===== config.mk =====
export PLATFORM = sky130hd
export DESIGN_NAME = byte_mover
export DESIGN_NICKNAME = d
export VERILOG_FILES = /design/src/rtl/bm_pkg.sv /design/src/rtl/bm_datapath.sv /design/src/rtl/bm_control.sv /design/src/rtl/byte_mover.sv
export SDC_FILE = /design/constraint.sdc
export NUM_CORES = 1
export LEC_CHECK = 0
export BUFFER_PORTS_ARGS = -buffer_cell sky130_fd_sc_hd__buf_2
export CORE_MARGIN = 5
export CORE_UTILIZATION = 54
export DETAILED_ROUTE_END_ITERATION = 7
export PLACE_DENSITY_LB_ADDON = 0.05
export SLEW_MARGIN = 20
export SYNTH_ARGS = -nofsm -noshare
export SYNTH_HDL_FRONTEND = slang
export SYNTH_HIERARCHICAL = 1
export SYNTH_SLANG_ARGS = --single-unit
export TNS_END_PERCENT = 5

===== constraint.sdc =====
create_clock -name clk -period 4.36 [get_ports clk]
set_input_delay 0.218 -clock clk [delete_from_list [all_inputs] [get_ports clk]]
set_output_delay 0.218 -clock clk [all_outputs]
set_load 0.02 [all_outputs]

===== src/rtl/bm_pkg.sv =====
`timescale 1ns/1ps
package bm_pkg;
  // control -> datapath strobes
  typedef struct packed {
    logic load;     // capture a new command
    logic capture;  // latch read data
    logic advance;  // step pointers past the current chunk
  } dpCtl_t;

  // datapath -> control status
  typedef struct packed {
    logic conflict;   // outstanding store overlaps a range
    logic lastChunk;  // current chunk finishes the run
  } dpStat_t;

  typedef enum logic [1:0] {
    ST_IDLE  = 2'd0,
    ST_HOLD  = 2'd1,
    ST_READ  = 2'd2,
    ST_WRITE = 2'd3
  } mvState_t;
endpackage


===== src/rtl/bm_datapath.sv =====
`timescale 1ns/1ps
module bm_datapath
  import bm_pkg::*;
#(
  parameter int ADDR_W     = 16,
  parameter int LEN_W      = 16,
  parameter int WORD_BYTES = 4
) (
  input  logic                    clk,
  input  logic                    rstN,
  input  dpCtl_t                  ctl,
  input  logic [ADDR_W-1:0]       cmdSrc,
  input  logic [ADDR_W-1:0]       cmdDst,
  input  logic [LEN_W-1:0]        cmdLen,
  input  logic                    pendValid,
  input  logic [ADDR_W-1:0]       pendAddr,
  input  logic [8*WORD_BYTES-1:0] memRdata,
  output dpStat_t                 stat,
  output logic [ADDR_W-1:0]       rdAddr,
  output logic [ADDR_W-1:0]       wrAddr,
  output logic [8*WORD_BYTES-1:0] wrData,
  output logic [WORD_BYTES-1:0]   wrBe
);
  localparam int OFF_W  = $clog2(WORD_BYTES);
  localparam int CNT_W  = OFF_W + 1;
  localparam int DATA_W = 8 * WORD_BYTES;
  localparam int SUM_W  = ((ADDR_W > LEN_W) ? ADDR_W : LEN_W) + 1;

  logic [ADDR_W-1:0] curSrc, curDst;
  logic [LEN_W-1:0]  remain;
  logic              wideMode;
  logic [DATA_W-1:0] holdWord;

  // ---- mode choice from the incoming command ----
  logic [SUM_W-1:0] cmdSrcEnd;
  logic             cmdWide;
  always_comb begin
    cmdSrcEnd = SUM_W'(cmdSrc) + SUM_W'(cmdLen);
    cmdWide   = (cmdSrc[OFF_W-1:0] == cmdDst[OFF_W-1:0]) &&
                ((cmdDst <= cmdSrc) || (SUM_W'(cmdDst) >= cmdSrcEnd));
  end

  // ---- chunk size ----
  logic [OFF_W-1:0] srcOff, dstOff;
  logic [CNT_W-1:0] room, chunk;
  always_comb begin
    srcOff = curSrc[OFF_W-1:0];
    dstOff = curDst[OFF_W-1:0];
    room   = CNT_W'(WORD_BYTES) - {1'b0, srcOff};
    if (!wideMode)
      chunk = CNT_W'(1);
    else if (SUM_W'(remain) < SUM_W'(room))
      chunk = CNT_W'(remain);
    else
      chunk = room;
    stat.lastChunk = SUM_W'(remain) <= SUM_W'(chunk);
  end

  // ---- range check against the outstanding store word ----
  logic [SUM_W-1:0] pendWord, srcEnd, dstEnd;
  logic             hitSrc, hitDst;
  always_comb begin
    pendWord = SUM_W'(pendAddr) & ~SUM_W'(WORD_BYTES - 1);
    srcEnd   = SUM_W'(curSrc) + SUM_W'(remain);
    dstEnd   = SUM_W'(curDst) + SUM_W'(remain);
    hitSrc   = (pendWord < srcEnd) &&
               (pendWord + SUM_W'(WORD_BYTES) > SUM_W'(curSrc));
    hitDst   = (pendWord < dstEnd) &&
               (pendWord + SUM_W'(WORD_BYTES) > SUM_W'(curDst));
    stat.conflict = pendValid && (hitSrc || hitDst);
  end

  // ---- registers ----
  always_ff @(posedge clk or negedge rstN) begin
    if (!rstN) begin
      curSrc   <= '0;
      curDst   <= '0;
      remain   <= '0;
      wideMode <= 1'b0;
      holdWord <= '0;
    end else begin
      if (ctl.load) begin
        curSrc   <= cmdSrc;
        curDst   <= cmdDst;
        remain   <= cmdLen;
        wideMode <= cmdWide;
      end
      if (ctl.capture)
        holdWord <= memRdata;
      if (ctl.advance) begin
        curSrc <= curSrc + ADDR_W'(chunk);
        curDst <= curDst + ADDR_W'(chunk);
        remain <= remain - LEN_W'(chunk);
      end
    end
  end

  // ---- addresses, lane enables, data ----
  logic [7:0]        selByte;
  logic [DATA_W-1:0] byteRep;
  logic [WORD_BYTES-1:0] wideHit;

  assign rdAddr  = {curSrc[ADDR_W-1:OFF_W], {OFF_W{1'b0}}};
  assign wrAddr  = {curDst[ADDR_W-1:OFF_W], {OFF_W{1'b0}}};
  assign selByte = holdWord[{srcOff, 3'b000} +: 8];

  for (genvar l = 0; l < WORD_BYTES; l++) begin : g_lane
    localparam logic [CNT_W-1:0] LANE = CNT_W'(l);
    assign wideHit[l]         = (LANE >= {1'b0, srcOff}) &&
                                (LANE < ({1'b0, srcOff} + chunk));
    assign wrBe[l]            = wideMode ? wideHit[l] : (dstOff == OFF_W'(l));
    assign byteRep[8*l +: 8]  = selByte;
  end

  assign wrData = wideMode ? holdWord : byteRep;

  // ---- assertions ----
  // byte mode moves exactly one byte per write
  a_r3_byte_single_lane: assert property (@(posedge clk) disable iff (!rstN)
    (ctl.advance && !wideMode) |-> ($countones(wrBe) == 1));
  // wide mode only runs with matching word offsets
  a_r3_wide_same_offset: assert property (@(posedge clk) disable iff (!rstN)
    (ctl.advance && wideMode) |-> (curSrc[OFF_W-1:0] == curDst[OFF_W-1:0]));
  // every write enables at least one lane
  a_r4_be_nonzero: assert property (@(posedge clk) disable iff (!rstN)
    ctl.advance |-> (wrBe != '0));
  // no chunk runs past the bytes still to move
  a_r4_chunk_in_range: assert property (@(posedge clk) disable iff (!rstN)
    ctl.advance |-> (SUM_W'(chunk) <= SUM_W'(remain)));
endmodule


===== src/rtl/bm_control.sv =====
`timescale 1ns/1ps
module bm_control
  import bm_pkg::*;
(
  input  logic    clk,
  input  logic    rstN,
  input  logic    start,
  input  logic    cmdLenZero,
  input  dpStat_t stat,
  input  logic    memRdy,
  output dpCtl_t  ctl,
  output logic    memReq,
  output logic    memWe,
  output logic    busy,
  output logic    done
);
  mvState_t state, stateNxt;
  logic     doneNxt;

  always_comb begin
    ctl      = '0;
    memReq   = 1'b0;
    memWe    = 1'b0;
    stateNxt = state;
    doneNxt  = 1'b0;
    unique case (state)
      ST_IDLE: begin
        if (start) begin
          if (cmdLenZero) doneNxt = 1'b1;
          else begin
            ctl.load = 1'b1;
            stateNxt = ST_HOLD;
          end
        end
      end
      ST_HOLD: begin
        if (!stat.conflict) stateNxt = ST_READ;
      end
      ST_READ: begin
        memReq = 1'b1;
        if (memRdy) begin
          ctl.capture = 1'b1;
          stateNxt    = ST_WRITE;
        end
      end
      ST_WRITE: begin
        memReq = 1'b1;
        memWe  = 1'b1;
        if (memRdy) begin
          ctl.advance = 1'b1;
          if (stat.lastChunk) begin
            stateNxt = ST_IDLE;
            doneNxt  = 1'b1;
          end else begin
            stateNxt = ST_READ;
          end
        end
      end
      default: stateNxt = ST_IDLE;
    endcase
  end

  always_ff @(posedge clk or negedge rstN) begin
    if (!rstN) begin
      state <= ST_IDLE;
      done  <= 1'b0;
    end else begin
      state <= stateNxt;
      done  <= doneNxt;
    end
  end

  assign busy = (state != ST_IDLE);

  // the completion pulse never overlaps a busy cycle
  a_r7_done_not_busy: assert property (@(posedge clk) disable iff (!rstN)
    done |-> !busy);
  // a conflicting store keeps the port quiet in the next cycle
  a_r5_hold_quiet: assert property (@(posedge clk) disable iff (!rstN)
    (state == ST_HOLD && stat.conflict) |=> !memReq);
  // zero-length command completes at once with no access
  a_r6_zero_len: assert property (@(posedge clk) disable iff (!rstN)
    (state == ST_IDLE && start && cmdLenZero) |=> (done && !memReq && !busy));
  // a start while busy does not restart the sequence
  a_r8_busy_ignores_start: assert property (@(posedge clk) disable iff (!rstN)
    (busy && start) |-> !ctl.load);
endmodule


===== src/rtl/byte_mover.sv =====
`timescale 1ns/1ps
module byte_mover
  import bm_pkg::*;
#(
  parameter int ADDR_W     = 16,
  parameter int LEN_W      = 16,
  parameter int WORD_BYTES = 4
) (
  input  logic                    clk,
  input  logic                    rstN,
  input  logic                    start,
  input  logic [ADDR_W-1:0]       srcAddr,
  input  logic [ADDR_W-1:0]       dstAddr,
  input  logic [LEN_W-1:0]        len,
  output logic                    busy,
  output logic                    done,
  input  logic                    pendValid,
  input  logic [ADDR_W-1:0]       pendAddr,
  output logic                    memReq,
  output logic                    memWe,
  output logic [ADDR_W-1:0]       memAddr,
  output logic [WORD_BYTES-1:0]   memBe,
  output logic [8*WORD_BYTES-1:0] memWdata,
  input  logic [8*WORD_BYTES-1:0] memRdata,
  input  logic                    memRdy
);
  dpCtl_t  ctl;
  dpStat_t stat;
  logic [ADDR_W-1:0]       rdAddr, wrAddr;
  logic [WORD_BYTES-1:0]   wrBe;

  bm_control u_ctrl (
    .clk        (clk),
    .rstN       (rstN),
    .start      (start),
    .cmdLenZero (len == '0),
    .stat       (stat),
    .memRdy     (memRdy),
    .ctl        (ctl),
    .memReq     (memReq),
    .memWe      (memWe),
    .busy       (busy),
    .done       (done)
  );

  bm_datapath #(
    .ADDR_W     (ADDR_W),
    .LEN_W      (LEN_W),
    .WORD_BYTES (WORD_BYTES)
  ) u_dp (
    .clk       (clk),
    .rstN      (rstN),
    .ctl       (ctl),
    .cmdSrc    (srcAddr),
    .cmdDst    (dstAddr),
    .cmdLen    (len),
    .pendValid (pendValid),
    .pendAddr  (pendAddr),
    .memRdata  (memRdata),
    .stat      (stat),
    .rdAddr    (rdAddr),
    .wrAddr    (wrAddr),
    .wrData    (memWdata),
    .wrBe      (wrBe)
  );

  assign memAddr = memWe ? wrAddr : rdAddr;
  assign memBe   = memWe ? wrBe : '1;

  // a stalled request is held unchanged
  a_r9_req_held: assert property (@(posedge clk) disable iff (!rstN)
    (memReq && !memRdy) |=> (memReq && $stable(memAddr) && $stable(memWe) &&
                             $stable(memBe) && $stable(memWdata)));
  // reads always use every lane
  a_r4_read_full: assert property (@(posedge clk) disable iff (!rstN)
    (memReq && !memWe) |-> (memBe == '1));
  // the port is quiet whenever the engine is idle
  a_r10_idle_quiet: assert property (@(posedge clk) disable iff (!rstN)
    !busy |-> !memReq);
endmodule


==> impl_results.md <==
* Violated checks: negative setup slack
* Most common library cell in the layout ignoring fill and taps: sky130_fd_sc_hd__ha_1
* Cell family contributing the most delay on the critical path: compound AO/OA/AOI/OAI gates
* Part of the total power dissipated in sequential elements at 15.2%
* Clock-pin slew on the worst setup and hold paths at 70 ps
* Core Footprint at 18580 µm²
* Drt initial violations at 668
* Post-layout worst setup margin at -34.03 ps
* Number of buffer and inverter instances along the worst setup path at 2
* Total number of yosys warnings at 6
* Vertical die dimension at 147.0 µm
* Startpoint kind of the worst setup timing path: flop
* Root Driver: sky130_fd_sc_hd__clkbuf_16
* Terminus of the critical flop-to-flop path: u_ctrl/state[1]
* Number of instances in the placed design at 1594
* Finished Layout Cells at 1630
* Launch point of the worst reg-to-reg path: u_dp/remain[0]
* Part of the cycle the worst path needs at 100.8%
* Number of enable flip-flop cells after synthesis at 0
* Switching part of the total power at 49.78%
* Pin count of the biggest net entering global routing at 52
* Net count, final at 1656
* Via count of the first global-routing pass at 9392
* Area taken by flip-flops and latches at 2102 µm²
* Worst clock skew on the final layout at 8.457 ps
* Run status: complete, but fails checks
* Worst min path class: in2reg
* Total area of multi-input combinational cells at 7531 µm²
* Drt pass-1 iters at 6
* Wire length of the first global-routing pass at 47.83 mm
* Tightest Pin Transition at 942.2 ps
* Class of the most critical setup path: reg2reg
* Remaining global-route overflow at 0
* Maximum buffer depth of the clock tree at 2
* Count of filler cells inserted in the layout at 1650
* Count of clock tree sinks at 84
* Port Buffer Count at 152
* Average instance area after synthesis at 8.516 µm²
* CP Capture Type: flop
* Internal power of the cells at 5.322 mW
* Die Footprint at 21600 µm²
* Clock Power Share at 7.2%
* Routed length per instance at 18.36 µm
* Routed via count at 9551
* CTS H-tree lvls at 3
* Last weighted congestion value of the routability-driven placer at 0.9274
* Most used DFF post-synth: sky130_fd_sc_hd__dfrtp_1
* Synthesized flop and latch total at 84
* Slowest stage delay, CP at 390 ps
* Share of total power in combinational logic at 77.6%
* Count of cells along the worst hold path at 2
* Clock tree from TritonCTS: done
* Area Overhead vs Synth at 18.52%
* Length in cells of the worst reg-to-reg path at 22
* Worst setup path start: u_dp/remain[0]
* Number of library cell types mapped by synthesis at 74
* Maximum VDD drop at 395.6 µV
* Top achievable clock speed at 0.2276 GHz
* Pins Over Slew Limit at 0
* HPWL after detailed placement at 24.17 mm
* Critical path's slowest cell: sky130_fd_sc_hd__fa_2
* Critical path data arrival time at 4690 ps
* Placement Setup Slack at -106.6 ps
* Routed wire length at 29.93 mm
* Via-per-instance ratio at 5.860
* Cell area after synthesis at 10130 µm²
* Fraction of layout instances using a drive strength above 1 at 26.02%
* Post-detailed-route count of antenna-violating nets at 0
* Static Leakage at 5.850 nW
* Number of standard cells after synthesis at 1190
* Antenna violations before repair at 1
* Async set or reset register ratio after synthesis at 100.0%
* Starting density of the core at 54.54%
* Setup repair after global routing missed its margin: true
* Sequential-to-total area share from yosys stat at 20.74%
* Count of max-cap constraint violations at 0
* Data required time at the worst endpoint at 4660 ps
* CTS Buf Count at 9
* Final Hold Vio Count at 0
* Worst setup slack for register-to-register paths at -30 ps
* Endpoint, Worst Hold: u_dp/holdWord[21]
* Final setup vio count at 1
* Largest fanout on the critical path at 5
* Std cell rows at 50
* P_sw at 5.276 mW
* Most frequent cells in the layout: sky130_fd_sc_hd__ha_1 (157), sky130_fd_sc_hd__buf_2 (148), sky130_fd_sc_hd__nand2_1 (127)
* Worst Hold Launch: memRdata[21]
* Minimum period implied by the final worst setup slack at 4394 ps
* Clock latency on the worst-skew pair at 360 ps
* Total routing usage reported by global routing at 27.47%
* Cell chain of the critical path: ha_2, inv_2, fa_2, nor2b_2, o31a_1, o41ai_4, o31ai_2, a41oi_2, nand2b_1, xnor2_1, ha_1, a21oi_2, nand2_1, nor4_2, o21ai_1, and3_1, o221a_4, o32ai_2, buf_4, a22oi_4, a22oi_2, o311a_1
* Number of top-level pins at 157
* Count of cell instances traversed by the critical path at 22
* Final routed DRC violation total at 0
* Total power after layout at 10.60 mW
* Horizontal die dimension at 147.0 µm
* Relative max-transition margin at 37.19%
* Ratio of total power to cell area at 882.4 nW/µm²
## how the worst max path moves through the flow
stage | end | slack (ps)
floorplan | u_dp/curSrc[14] | 3
global placement | u_ctrl/state[1] | 10
detailed placement | u_ctrl/state[1] | -110
CTS | u_ctrl/state[1] | -30
global route | u_ctrl/state[1] | -290
finish | u_ctrl/state[1] | -30
## power by group through the flow
stage / Combinational, mW / Clock [mW] / Sequential [mW]
2_1_floorplan: 5.49 / 0 / 1.55
3_3_place_gp: 7.53 / 0 / 1.59
3_5_place_dp: 7.65 / 0 / 1.60
4_1_cts: 7.94 / 0.781 / 1.59
5_1_grt: 9.10 / 0.808 / 1.66
6_report: 8.22 / 0.767 / 1.61
## synthesized netlist by cell type (4+ instances only)
| cell type | instances | share of area (%) |
|---|---|---|
| sky130_fd_sc_hd__ha_1 | 158 | 20 |
| sky130_fd_sc_hd__nand2_1 | 128 | 4.7 |
| sky130_fd_sc_hd__a21oi_1 | 92 | 4.5 |
| sky130_fd_sc_hd__dfrtp_1 | 84 | 21 |
| sky130_fd_sc_hd__inv_1 | 77 | 2.9 |
| sky130_fd_sc_hd__nor2_1 | 64 | 2.4 |
| sky130_fd_sc_hd__o21ai_0 | 63 | 3.1 |
| sky130_fd_sc_hd__xnor2_1 | 42 | 3.6 |
| sky130_fd_sc_hd__mux2_2 | 33 | 3.7 |
| sky130_fd_sc_hd__buf_4 | 32 | 2.4 |
| sky130_fd_sc_hd__xor2_1 | 30 | 2.6 |
| sky130_fd_sc_hd__nand3_1 | 29 | 1.4 |
| sky130_fd_sc_hd__a211oi_1 | 28 | 2.1 |
| sky130_fd_sc_hd__nand2b_1 | 28 | 1.7 |
| sky130_fd_sc_hd__a21o_1 | 27 | 2.0 |
| sky130_fd_sc_hd__mux2i_1 | 21 | 2.1 |
| sky130_fd_sc_hd__nand4_1 | 21 | 1.3 |
| sky130_fd_sc_hd__nor3_1 | 20 | 0.99 |
| sky130_fd_sc_hd__clkbuf_1 | 19 | 0.70 |
| sky130_fd_sc_hd__nor2b_1 | 18 | 1.1 |
| sky130_fd_sc_hd__mux2_4 | 16 | 2.4 |
| sky130_fd_sc_hd__nor4_1 | 10 | 0.62 |
| sky130_fd_sc_hd__o21a_1 | 10 | 0.74 |
| sky130_fd_sc_hd__and3_1 | 8 | 0.49 |
| sky130_fd_sc_hd__buf_1 | 8 | 0.30 |
| sky130_fd_sc_hd__mux4_2 | 8 | 1.8 |
| sky130_fd_sc_hd__a22oi_1 | 7 | 0.52 |
| sky130_fd_sc_hd__o211ai_1 | 7 | 0.52 |
| sky130_fd_sc_hd__a31oi_1 | 6 | 0.37 |
| sky130_fd_sc_hd__fa_1 | 6 | 1.2 |
| sky130_fd_sc_hd__or3_1 | 6 | 0.37 |
| sky130_fd_sc_hd__and2_1 | 5 | 0.31 |
| sky130_fd_sc_hd__and4_1 | 5 | 0.43 |
| sky130_fd_sc_hd__o21bai_1 | 5 | 0.37 |
| sky130_fd_sc_hd__o31ai_1 | 5 | 0.37 |
| sky130_fd_sc_hd__a211o_1 | 4 | 0.35 |
| sky130_fd_sc_hd__o2111ai_1 | 4 | 0.35 |
| sky130_fd_sc_hd__o311ai_0 | 4 | 0.35 |
| sky130_fd_sc_hd__o31a_1 | 4 | 0.35 |
| sky130_fd_sc_hd__or4_1 | 4 | 0.30 |
## per-stage QoR
step / area, µm² / utilization [%] / setup TNS (ps) / hold WS (ps)
final: 12010 / 64.64 / -34.03 / 88.55
after CTS: 11870 / 63.91 / -29.55 / 77.50
after detailed placement: 11430 / 61.54 / -106.6 / 272.1
after floorplan: 10160 / - / 0 / -77.59
after global placement: 11430 / 61.54 / 0 / 270.5
after global routing: 12010 / 64.64 / -617.4 / 82.92
## routing by layer
metal  part of all wire, %  track usage (%)  vias to the layer above
li1                      -                -                     4689
met1                    48            40.44                     4543
met2                    44            42.38                      274
met3                   6.1            4.102                       45
met4                   1.9            7.036                        0
met5                     0                0                        -
## cells by family after synthesis
| kind of cell | count (synthesis) | share of synthesized area (%) |
|---|---|---|
| AO/OA/AOI/OAI | 289 | 18.13 |
| XOR/XNOR | 72 | 6.223 |
| adder cells (fa/ha/maj) | 164 | 20.69 |
| buffers and inverters | 142 | 6.606 |
| flip-flops | 84 | 20.74 |
| multiplexers | 79 | 10.11 |
| other | 1 | 0.03701 |
| AND/OR/NAND/NOR | 359 | 17.46 |
## state kept, by name (all words and copies together) (netlist names)
| signal | cells |
|---|---|
| u_dp/holdWord | 32 |
| u_dp/curDst | 16 |
| u_dp/remain | 16 |
| u_dp/wideMode | 1 |
| u_dp/curSrc | 16 |
| u_ctrl/done | 1 |
| u_ctrl/state | 2 |
## area by class of cell
type | count | area share [%]
sequential | 84 | 17.50
tap | 234 | 2.438
antenna | 1 | 0.02084
clock inverter | 6 | 0.4584
clock buffer | 9 | 1.875
inverter | 80 | 2.500
multi-input combinational | 967 | 62.70
timing repair buffer | 249 | 12.50
## timing repair
| item | CTS | global route |
|---|---|---|
| pin swaps | 3 | 17 |
| hold endpoints to repair | 43 | 0 |
| gates resized for setup | 13 | 26 |
| setup buffers | 12 | 8 |
| endpoints found under the setup margin | 4 | 17 |
| hold buffers | 1 | 0 |
No activity file was read; power rests on OpenSTA's default activity.
